<file path="src/rtl/tc_pkg.sv">
package tc_pkg;
    localparam int CNT_W  = 8;
    localparam int ADDR_W = 2;

    localparam logic [ADDR_W-1:0] A_COUNT = 2'd0;
    localparam logic [ADDR_W-1:0] A_CMP   = 2'd1;
    localparam logic [ADDR_W-1:0] A_CTRL  = 2'd2;
    localparam logic [ADDR_W-1:0] A_CLR   = 2'd3;

    localparam int CTRL_MODE_LO = 0;
    localparam int CTRL_ACT_LO  = 2;
    localparam int CTRL_FORCE   = 7;
    localparam logic [1:0] MODE_CLR_ON_CMP = 2'b10;

    typedef enum logic [1:0] {
        ACT_NONE   = 2'b00,
        ACT_TOGGLE = 2'b01,
        ACT_CLEAR  = 2'b10,
        ACT_SET    = 2'b11
    } act_e;

    typedef enum logic {
        PIN_LO = 1'b0,
        PIN_HI = 1'b1
    } pin_st_e;
endpackage

</file>
<file path="src/rtl/tc_regs.sv">
module tc_regs
    import tc_pkg::*;
#(
    parameter int W  = CNT_W,
    parameter int AW = ADDR_W
) (
    input  logic          clk,
    input  logic          rst_n,
    input  logic          wr_en,
    input  logic [AW-1:0] wr_addr,
    input  logic [W-1:0]  wr_data,
    input  logic          ack_ovf,
    input  logic          ack_cmp,
    output logic          ld_en,
    output logic [W-1:0]  ld_val,
    output logic [W-1:0]  cmp_val,
    output logic          ctc_en,
    output act_e          act_q,
    output logic          force_ev,
    output act_e          force_act,
    output logic          clr_ovf,
    output logic          clr_cmp
);
    logic       wr_ctrl;
    logic [1:0] mode_q;
    logic       unused_bits;

    assign wr_ctrl   = wr_en && (wr_addr == A_CTRL);
    assign ld_en     = wr_en && (wr_addr == A_COUNT);
    assign ld_val    = wr_data;
    assign force_ev  = wr_ctrl && wr_data[CTRL_FORCE];
    assign force_act = act_e'(wr_data[CTRL_ACT_LO +: 2]);
    assign clr_ovf   = (wr_en && (wr_addr == A_CLR) && wr_data[0]) || ack_ovf;
    assign clr_cmp   = (wr_en && (wr_addr == A_CLR) && wr_data[1]) || ack_cmp;
    assign ctc_en    = (mode_q == MODE_CLR_ON_CMP);
    assign unused_bits = ^wr_data[CTRL_FORCE-1:CTRL_ACT_LO+2];

    always_ff @(posedge clk or negedge rst_n) begin
        if (!rst_n) begin
            cmp_val <= '0;
            mode_q  <= 2'b00;
            act_q   <= ACT_NONE;
        end else if (wr_en) begin
            if (wr_addr == A_CMP) cmp_val <= wr_data;
            if (wr_ctrl) begin
                mode_q <= wr_data[CTRL_MODE_LO +: 2];
                act_q  <= act_e'(wr_data[CTRL_ACT_LO +: 2]);
            end
        end
    end

    // a force strobe only exists on a control write
    a_r8_force_on_ctrl: assert property (@(posedge clk) disable iff (!rst_n)
        force_ev |-> (wr_en && wr_addr == A_CTRL));
endmodule

</file>
<file path="src/rtl/tc_count.sv">
module tc_count
    import tc_pkg::*;
#(
    parameter int W = CNT_W
) (
    input  logic         clk,
    input  logic         rst_n,
    input  logic         tick,
    input  logic         ld_en,
    input  logic [W-1:0] ld_val,
    input  logic [W-1:0] cmp_val,
    input  logic         ctc_en,
    input  logic         clr_ovf,
    input  logic         clr_cmp,
    output logic [W-1:0] cnt_q,
    output logic         ovf_q,
    output logic         cmpf_q,
    output logic         match_ev
);
    localparam logic [W-1:0] CNT_MAX = {W{1'b1}};

    logic blk_q;
    logic adv;
    logic ovf_set;

    assign adv      = tick && !ld_en;
    assign match_ev = adv && !blk_q && (cnt_q == cmp_val);
    assign ovf_set  = adv && (cnt_q == CNT_MAX);

    always_ff @(posedge clk or negedge rst_n) begin
        if (!rst_n) begin
            cnt_q <= '0;
            blk_q <= 1'b0;
        end else if (ld_en) begin
            cnt_q <= ld_val;
            blk_q <= 1'b1;
        end else if (tick) begin
            cnt_q <= (ctc_en && match_ev) ? '0 : cnt_q + 1'b1;
            blk_q <= 1'b0;
        end
    end

    always_ff @(posedge clk or negedge rst_n) begin
        if (!rst_n) begin
            ovf_q  <= 1'b0;
            cmpf_q <= 1'b0;
        end else begin
            if (ovf_set)      ovf_q <= 1'b1;
            else if (clr_ovf) ovf_q <= 1'b0;
            if (match_ev)     cmpf_q <= 1'b1;
            else if (clr_cmp) cmpf_q <= 1'b0;
        end
    end

    a_r2_hold: assert property (@(posedge clk) disable iff (!rst_n)
        (!tick && !ld_en) |=> $stable(cnt_q));
    a_r3_wrap_sets_flag: assert property (@(posedge clk) disable iff (!rst_n)
        (adv && cnt_q == CNT_MAX) |=> (cnt_q == '0 && ovf_q));
    a_r3_sticky: assert property (@(posedge clk) disable iff (!rst_n)
        (ovf_q && !clr_ovf) |=> ovf_q);
    a_r4_ctc_clear: assert property (@(posedge clk) disable iff (!rst_n)
        (ctc_en && match_ev) |=> (cnt_q == '0));
    a_r5_cmp_sticky: assert property (@(posedge clk) disable iff (!rst_n)
        (cmpf_q && !clr_cmp) |=> cmpf_q);
    a_r9_load_wins: assert property (@(posedge clk) disable iff (!rst_n)
        ld_en |=> (cnt_q == $past(ld_val)));
    a_r9_block_next: assert property (@(posedge clk) disable iff (!rst_n)
        ld_en |=> !match_ev);
endmodule

</file>
<file path="src/rtl/tc_wave.sv">
module tc_wave
    import tc_pkg::*;
(
    input  logic clk,
    input  logic rst_n,
    input  logic match_ev,
    input  act_e act_q,
    input  logic force_ev,
    input  act_e force_act,
    output logic wave_o
);
    pin_st_e st_q, st_d;
    act_e    act_use;
    logic    fire;

    assign fire    = force_ev || match_ev;
    assign act_use = force_ev ? force_act : act_q;

    always_comb begin
        st_d = st_q;
        unique case (st_q)
            PIN_LO: if (fire && (act_use == ACT_SET || act_use == ACT_TOGGLE))
                        st_d = PIN_HI;
            PIN_HI: if (fire && (act_use == ACT_CLEAR || act_use == ACT_TOGGLE))
                        st_d = PIN_LO;
        endcase
    end

    always_ff @(posedge clk or negedge rst_n) begin
        if (!rst_n) st_q <= PIN_LO;
        else        st_q <= st_d;
    end

    always_comb wave_o = (st_q == PIN_HI);

    a_r7_no_fire_hold: assert property (@(posedge clk) disable iff (!rst_n)
        !fire |=> $stable(wave_o));
    a_r6_set_high: assert property (@(posedge clk) disable iff (!rst_n)
        (fire && act_use == ACT_SET) |=> wave_o);
    a_r6_clear_low: assert property (@(posedge clk) disable iff (!rst_n)
        (fire && act_use == ACT_CLEAR) |=> !wave_o);
    a_r6_toggle: assert property (@(posedge clk) disable iff (!rst_n)
        (fire && act_use == ACT_TOGGLE) |=> (wave_o != $past(wave_o)));
endmodule

</file>
<file path="src/rtl/tmr8_cmp_unit.sv">
module tmr8_cmp_unit
    import tc_pkg::*;
#(
    parameter int W  = CNT_W,
    parameter int AW = ADDR_W
) (
    input  logic          clk,
    input  logic          rst_n,
    input  logic          tick,
    input  logic          wr_en,
    input  logic [AW-1:0] wr_addr,
    input  logic [W-1:0]  wr_data,
    input  logic          ack_ovf,
    input  logic          ack_cmp,
    output logic [W-1:0]  count_o,
    output logic          ovf_flag_o,
    output logic          cmp_flag_o,
    output logic          wave_o
);
    logic         ld_en, ctc_en, force_ev, clr_ovf, clr_cmp, match_ev;
    logic [W-1:0] ld_val, cmp_val;
    act_e         act_q, force_act;

    tc_regs #(.W(W), .AW(AW)) u_regs (
        .clk(clk), .rst_n(rst_n), .wr_en(wr_en), .wr_addr(wr_addr),
        .wr_data(wr_data), .ack_ovf(ack_ovf), .ack_cmp(ack_cmp),
        .ld_en(ld_en), .ld_val(ld_val), .cmp_val(cmp_val), .ctc_en(ctc_en),
        .act_q(act_q), .force_ev(force_ev), .force_act(force_act),
        .clr_ovf(clr_ovf), .clr_cmp(clr_cmp)
    );

    tc_count #(.W(W)) u_count (
        .clk(clk), .rst_n(rst_n), .tick(tick), .ld_en(ld_en), .ld_val(ld_val),
        .cmp_val(cmp_val), .ctc_en(ctc_en), .clr_ovf(clr_ovf),
        .clr_cmp(clr_cmp), .cnt_q(count_o), .ovf_q(ovf_flag_o),
        .cmpf_q(cmp_flag_o), .match_ev(match_ev)
    );

    tc_wave u_wave (
        .clk(clk), .rst_n(rst_n), .match_ev(match_ev), .act_q(act_q),
        .force_ev(force_ev), .force_act(force_act), .wave_o(wave_o)
    );

    // a lone force strobe leaves the match flag as it was
    a_r8_force_no_flag: assert property (@(posedge clk) disable iff (!rst_n)
        (force_ev && !tick && !cmp_flag_o) |=> !cmp_flag_o);
endmodule

</file>
<file path="config.mk">
export PLATFORM = sky130hd
export DESIGN_NAME = tmr8_cmp_unit
export DESIGN_NICKNAME = d
export VERILOG_FILES = /design/src/rtl/tc_pkg.sv /design/src/rtl/tc_regs.sv /design/src/rtl/tc_count.sv /design/src/rtl/tc_wave.sv /design/src/rtl/tmr8_cmp_unit.sv
export SDC_FILE = /design/constraint.sdc
export NUM_CORES = 1
export LEC_CHECK = 0
export BUFFER_PORTS_ARGS = -buffer_cell sky130_fd_sc_hd__buf_4
export CORE_UTILIZATION = 40
export DETAILED_ROUTE_END_ITERATION = 12
export PLACE_DENSITY = 0.61
export SLEW_MARGIN = 20
export SYNTH_ARGS = -nofsm -noshare
export SYNTH_HDL_FRONTEND = slang
export SYNTH_SLANG_ARGS = --single-unit
</file>
<file path="constraint.sdc">
create_clock -name clk -period 2.2 [get_ports clk]
set_input_delay 0.22 -clock clk [delete_from_list [all_inputs] [get_ports clk]]
set_output_delay 0.22 -clock clk [all_outputs]
set_load 0.02 [all_outputs]
</file>
==> impl_metrics.prom <==
# TYPE chip_impl_metric gauge
chip_impl_info{name="outcome",value="finished, final reports clean"} 1
chip_impl_metric{name="share_of_final_layout_standard_cells_stronger_than_drive_strength_1",unit="%"} 29.6
chip_impl_metric{name="synth_top_area_share",unit="%"} 45.0
chip_impl_info{name="crit_start",value="u_count.cnt_q[7]$_DFFE_PN0P_"} 1
chip_impl_metric{name="detailedRoute.firstPassIterationCount",unit=""} 6
chip_impl_metric{name="worstSkewPairLatency",unit="ns"} 0.32
chip_impl_metric{name="worst_setup_hold_path_clk_slew",unit="ns"} 0.13
chip_impl_metric{name="seqPwrFrac",unit="%"} 47.5
chip_impl_metric{name="die_width",unit="µm"} 59.7
chip_impl_info{name="start_kind",value="register"} 1
chip_impl_metric{name="postRouteWirelength",unit="µm"} 2940
chip_impl_info{name="worst_r2r_start",value="u_count.cnt_q[7]$_DFFE_PN0P_"} 1
chip_impl_metric{name="cts_made_buffers",unit=""} 3
chip_impl_metric{name="layout-area-overhead-vs-synth",unit="%"} 20.6
chip_impl_metric{name="synth_area",unit="mm²"} 0.00133
chip_impl_metric{name="avgViaCountPerCell",unit=""} 5.31
chip_impl_metric{name="netlist_instances",unit=""} 133
chip_impl_metric{name="finalCritPeriodShare",unit="%"} 89.4
chip_impl_metric{name="proportion_of_register_bits_with_asynchronous_set_or_reset_after_synthesis",unit="%"} 100
chip_impl_metric{name="start_util",unit="%"} 43.0
chip_impl_metric{name="switching_power",unit="µW"} 524
chip_impl_metric{name="routed_length_per_placed_instance",unit="µm"} 14.5
chip_impl_metric{name="global_route_wire_length_before_repair",unit="µm"} 4770
chip_impl_metric{name="grt_pass1_vias",unit=""} 1010
chip_impl_metric{name="critical_path_required",unit="ns"} 2.41
chip_impl_info{name="yosysMostFrequentCell",value="dfrtp_1"} 1
chip_impl_metric{name="drtAntennaViolNets",unit=""} 0
chip_impl_metric{name="ir_drop",unit="µV"} 555
chip_impl_metric{name="antenna_cells_inserted",unit=""} 0
chip_impl_metric{name="cp_max_fo",unit=""} 9
chip_impl_metric{name="power_report.internal_total",unit="µW"} 875
chip_impl_info{name="critical_path_type",value="reg2reg"} 1
chip_impl_info{name="tritoncts",value="built"} 1
chip_impl_metric{name="setup-violations-final",unit=""} 0
chip_impl_info{name="hp-start",value="wr_data[6]"} 1
chip_impl_metric{name="port_buffer_count",unit=""} 26
chip_impl_info{name="synthFlopType",value="dfrtp_1"} 1
chip_impl_metric{name="htreeDepth",unit=""} 1
chip_impl_metric{name="clockPowerShare",unit="%"} 13.8
chip_impl_metric{name="synth-seq-area-share",unit="%"} 45.0
chip_impl_metric{name="timing_max_transition_violations_final",unit=""} 0
chip_impl_metric{name="final_cell_count_no_fill",unit=""} 203
chip_impl_metric{name="fin_skew",unit="ns"} 0.0118
chip_impl_metric{name="core_region_area",unit="mm²"} 0.00310
chip_impl_metric{name="fmax",unit="MHz"} 509
chip_impl_metric{name="die_h",unit="µm"} 59.7
chip_impl_info{name="synth_common_cells",value="dfrtp_1, nand2_1, mux2_2"} 1
chip_impl_metric{name="clkSinkCount",unit=""} 24
chip_impl_metric{name="static-leakage-power",unit="µW"} 0.000698
chip_impl_metric{name="fin_nets",unit=""} 178
chip_impl_metric{name="number_of_antenna_violations_at_the_first_check_in_global_routing",unit=""} 0
chip_impl_info{name="unrepaired_setup_endpoints_after_global_routing",value="false"} 1
chip_impl_metric{name="yosys_cell_types",unit=""} 30
chip_impl_info{name="critPathCaptureType",value="register"} 1
chip_impl_metric{name="synth_warnings",unit=""} 0
chip_impl_info{name="min_path_type",value="in2reg"} 1
chip_impl_info{name="synth.largest_area_cell",value="dfrtp_1"} 1
chip_impl_metric{name="floorplan.rows",unit=""} 20
chip_impl_metric{name="gpl.final_weighted_congestion",unit=""} 0.779
chip_impl_metric{name="power_density_over_cell_area",unit="mW/mm²"} 870
chip_impl_metric{name="mappedNetlistNets",unit=""} 150
chip_impl_metric{name="grt_remaining_overflow",unit=""} 0
chip_impl_metric{name="yosys_register_bits",unit=""} 24
chip_impl_metric{name="placed_instances",unit=""} 199
chip_impl_metric{name="worst-slew-pin-transition",unit="ns"} 0.504
chip_impl_metric{name="final_hold_viol_count",unit=""} 0
chip_impl_metric{name="hpwl",unit="µm"} 2120
chip_impl_metric{name="drtIter0Drc",unit=""} 37
chip_impl_metric{name="finalPower",unit="µW"} 1400
chip_impl_metric{name="gr-usage-all-layers",unit="%"} 18.2
chip_impl_metric{name="synth_edf_count",unit=""} 0
chip_impl_metric{name="floorplan.die_area",unit="mm²"} 0.00357
chip_impl_metric{name="drcViolationCount",unit=""} 0
chip_impl_info{name="cts_root_buffer",value="clkbuf_4"} 1
chip_impl_metric{name="synth.avg_cell_area",unit="µm²"} 10.0
chip_impl_info{name="synth.area.top_cells",value="dfrtp_1, mux2_2, xor2_1"} 1
chip_impl_metric{name="vias",unit=""} 1078
chip_impl_metric{name="max-slew-margin-rel",unit="%"} 66.3
chip_impl_metric{name="net_sw_share",unit="%"} 37.5
chip_impl_metric{name="max_cap_violations",unit=""} 0
chip_impl_metric{name="top_level_ports",unit=""} 27
chip_impl_metric{name="timing.critical_path.arrival",unit="ns"} 2.18
chip_impl_metric{name="relative_contribution_of_combinational_cells_to_total_power",unit="%"} 38.7
chip_impl_metric{name="post-route-min-period",unit="ns"} 1.97
chip_impl_metric{name="setup-tns-final",unit="ns"} 0
chip_impl_metric{name="grt_max_degree",unit=""} 25
chip_impl_metric{name="max-clock-path-buffers",unit=""} 2
==> per-stage QoR <==
step	cell area [µm²]	setup WS (ns)	utilization (%)	hold WS (ns)
2_1_floorplan	1330	0.460	-	-0.0756
3_3_place_gp	1580	0.398	50.8	0.138
3_5_place_dp	1580	0.246	50.8	0.138
4_1_cts	1610	0.229	51.9	0.118
5_1_grt	1610	0.0719	51.9	0.123
6_report	1610	0.234	51.9	0.119
==> registers in the layout (all words and copies together), names as in the netlist <==
register,flops
u_count.blk_q,1
u_count.cmpf_q,1
u_count.cnt_q,8
u_count.ovf_q,1
u_regs.act_q,2
u_regs.cmp_val,8
u_regs.mode_q,2
u_wave.wave_o,1
==> what timing repair did <==
| item | CTS | global route |
|---|---|---|
| resized for setup | 0 | 0 |
| buffers inserted | 0 | 0 |
| hold buffers | 1 | 0 |
| hold endpoints to repair | 24 | 0 |
==> cell families after synthesis <==
family	share of synthesized area, %
simple gates	26.8
flops	45.0
compound gates	7.69
mux	10.9
xor+xnor	6.57
buf+inv	2.06
fa+ha+maj	0.938
==> worst paths after layout <==
path | endpoint | slack, ns | cells after the start
worst max-delay path | u_count.cnt_q[1]$_DFFE_PN0P_ | 0.23 | 5
worst min-delay path | u_count.cnt_q[6]$_DFFE_PN0P_ | 0.12 | 3
worst max register to register | u_count.cnt_q[1]$_DFFE_PN0P_ | 0.23 | 5
worst min register to register | u_regs.mode_q[0]$_DFFE_PN0P_ | 0.52 | 1
max in group asynchronous | u_regs.cmp_val[1]$_DFFE_PN0P_ | 1.64 | 2
min in group asynchronous | u_count.cnt_q[6]$_DFFE_PN0P_ | 0.31 | 2
==> power groups by stage <==
stage	Combinational (µW)	Sequential, µW	Clock, µW
global route	608	684	217
detailed placement	544	674	0
CTS	548	666	200
floorplan	293	715	0
global placement	539	666	0
finish	542	665	193
==> placed cells by master, fill, tap and decap left out <==
master / n
dfrtp_1: 24
nand4_2: 1
xnor2_1: 2
or3b_1: 1
xor2_1: 8
and3_1: 4
nor2_1: 4
nor3b_2: 1
mux2_2: 12
nand3b_1: 5
clkbuf_4: 3
o21ai_0: 9
ha_1: 1
nor4b_1: 4
nand2_1: 13
nand4_1: 3
mux2i_1: 1
buf_4: 27
inv_1: 2
nand4b_1: 1
nand2b_1: 1
and2_4: 1
nor3b_1: 7
a31oi_1: 3
nand3_1: 4
or2_2: 2
dlygate4sd3_1: 1
nor4_1: 1
a21oi_1: 6
nor2b_1: 3
o2111ai_1: 1
nor3_1: 3
==> metal layers <==
layer	global-route usage [%]	share of wire, %	wire (µm)
met1	24.3	47	1380
met2	30.0	47	1390
met3	4.11	5.0	148
met4	3.99	0.78	23
met5	0	0	0
==> area by class of cell <==
cell class              count  area, µm²
clock buffers               3       22.5
fillers                   309       1490
inverters                   2       7.51
multi-input cells         102        711
flip-flops and latches     24        601
well taps                  44       55.1
repair buffers             28        213
==> worst max-delay path, stage by stage, from the launching register on <==
cell and delay (ns):
dfrtp_1 0.47, xor2_1 0.17, nor4_1 0.46, nand4_1 0.39, a31oi_1 0.27, o21ai_0 0.10
No activity file was read; power rests on OpenSTA's default activity.
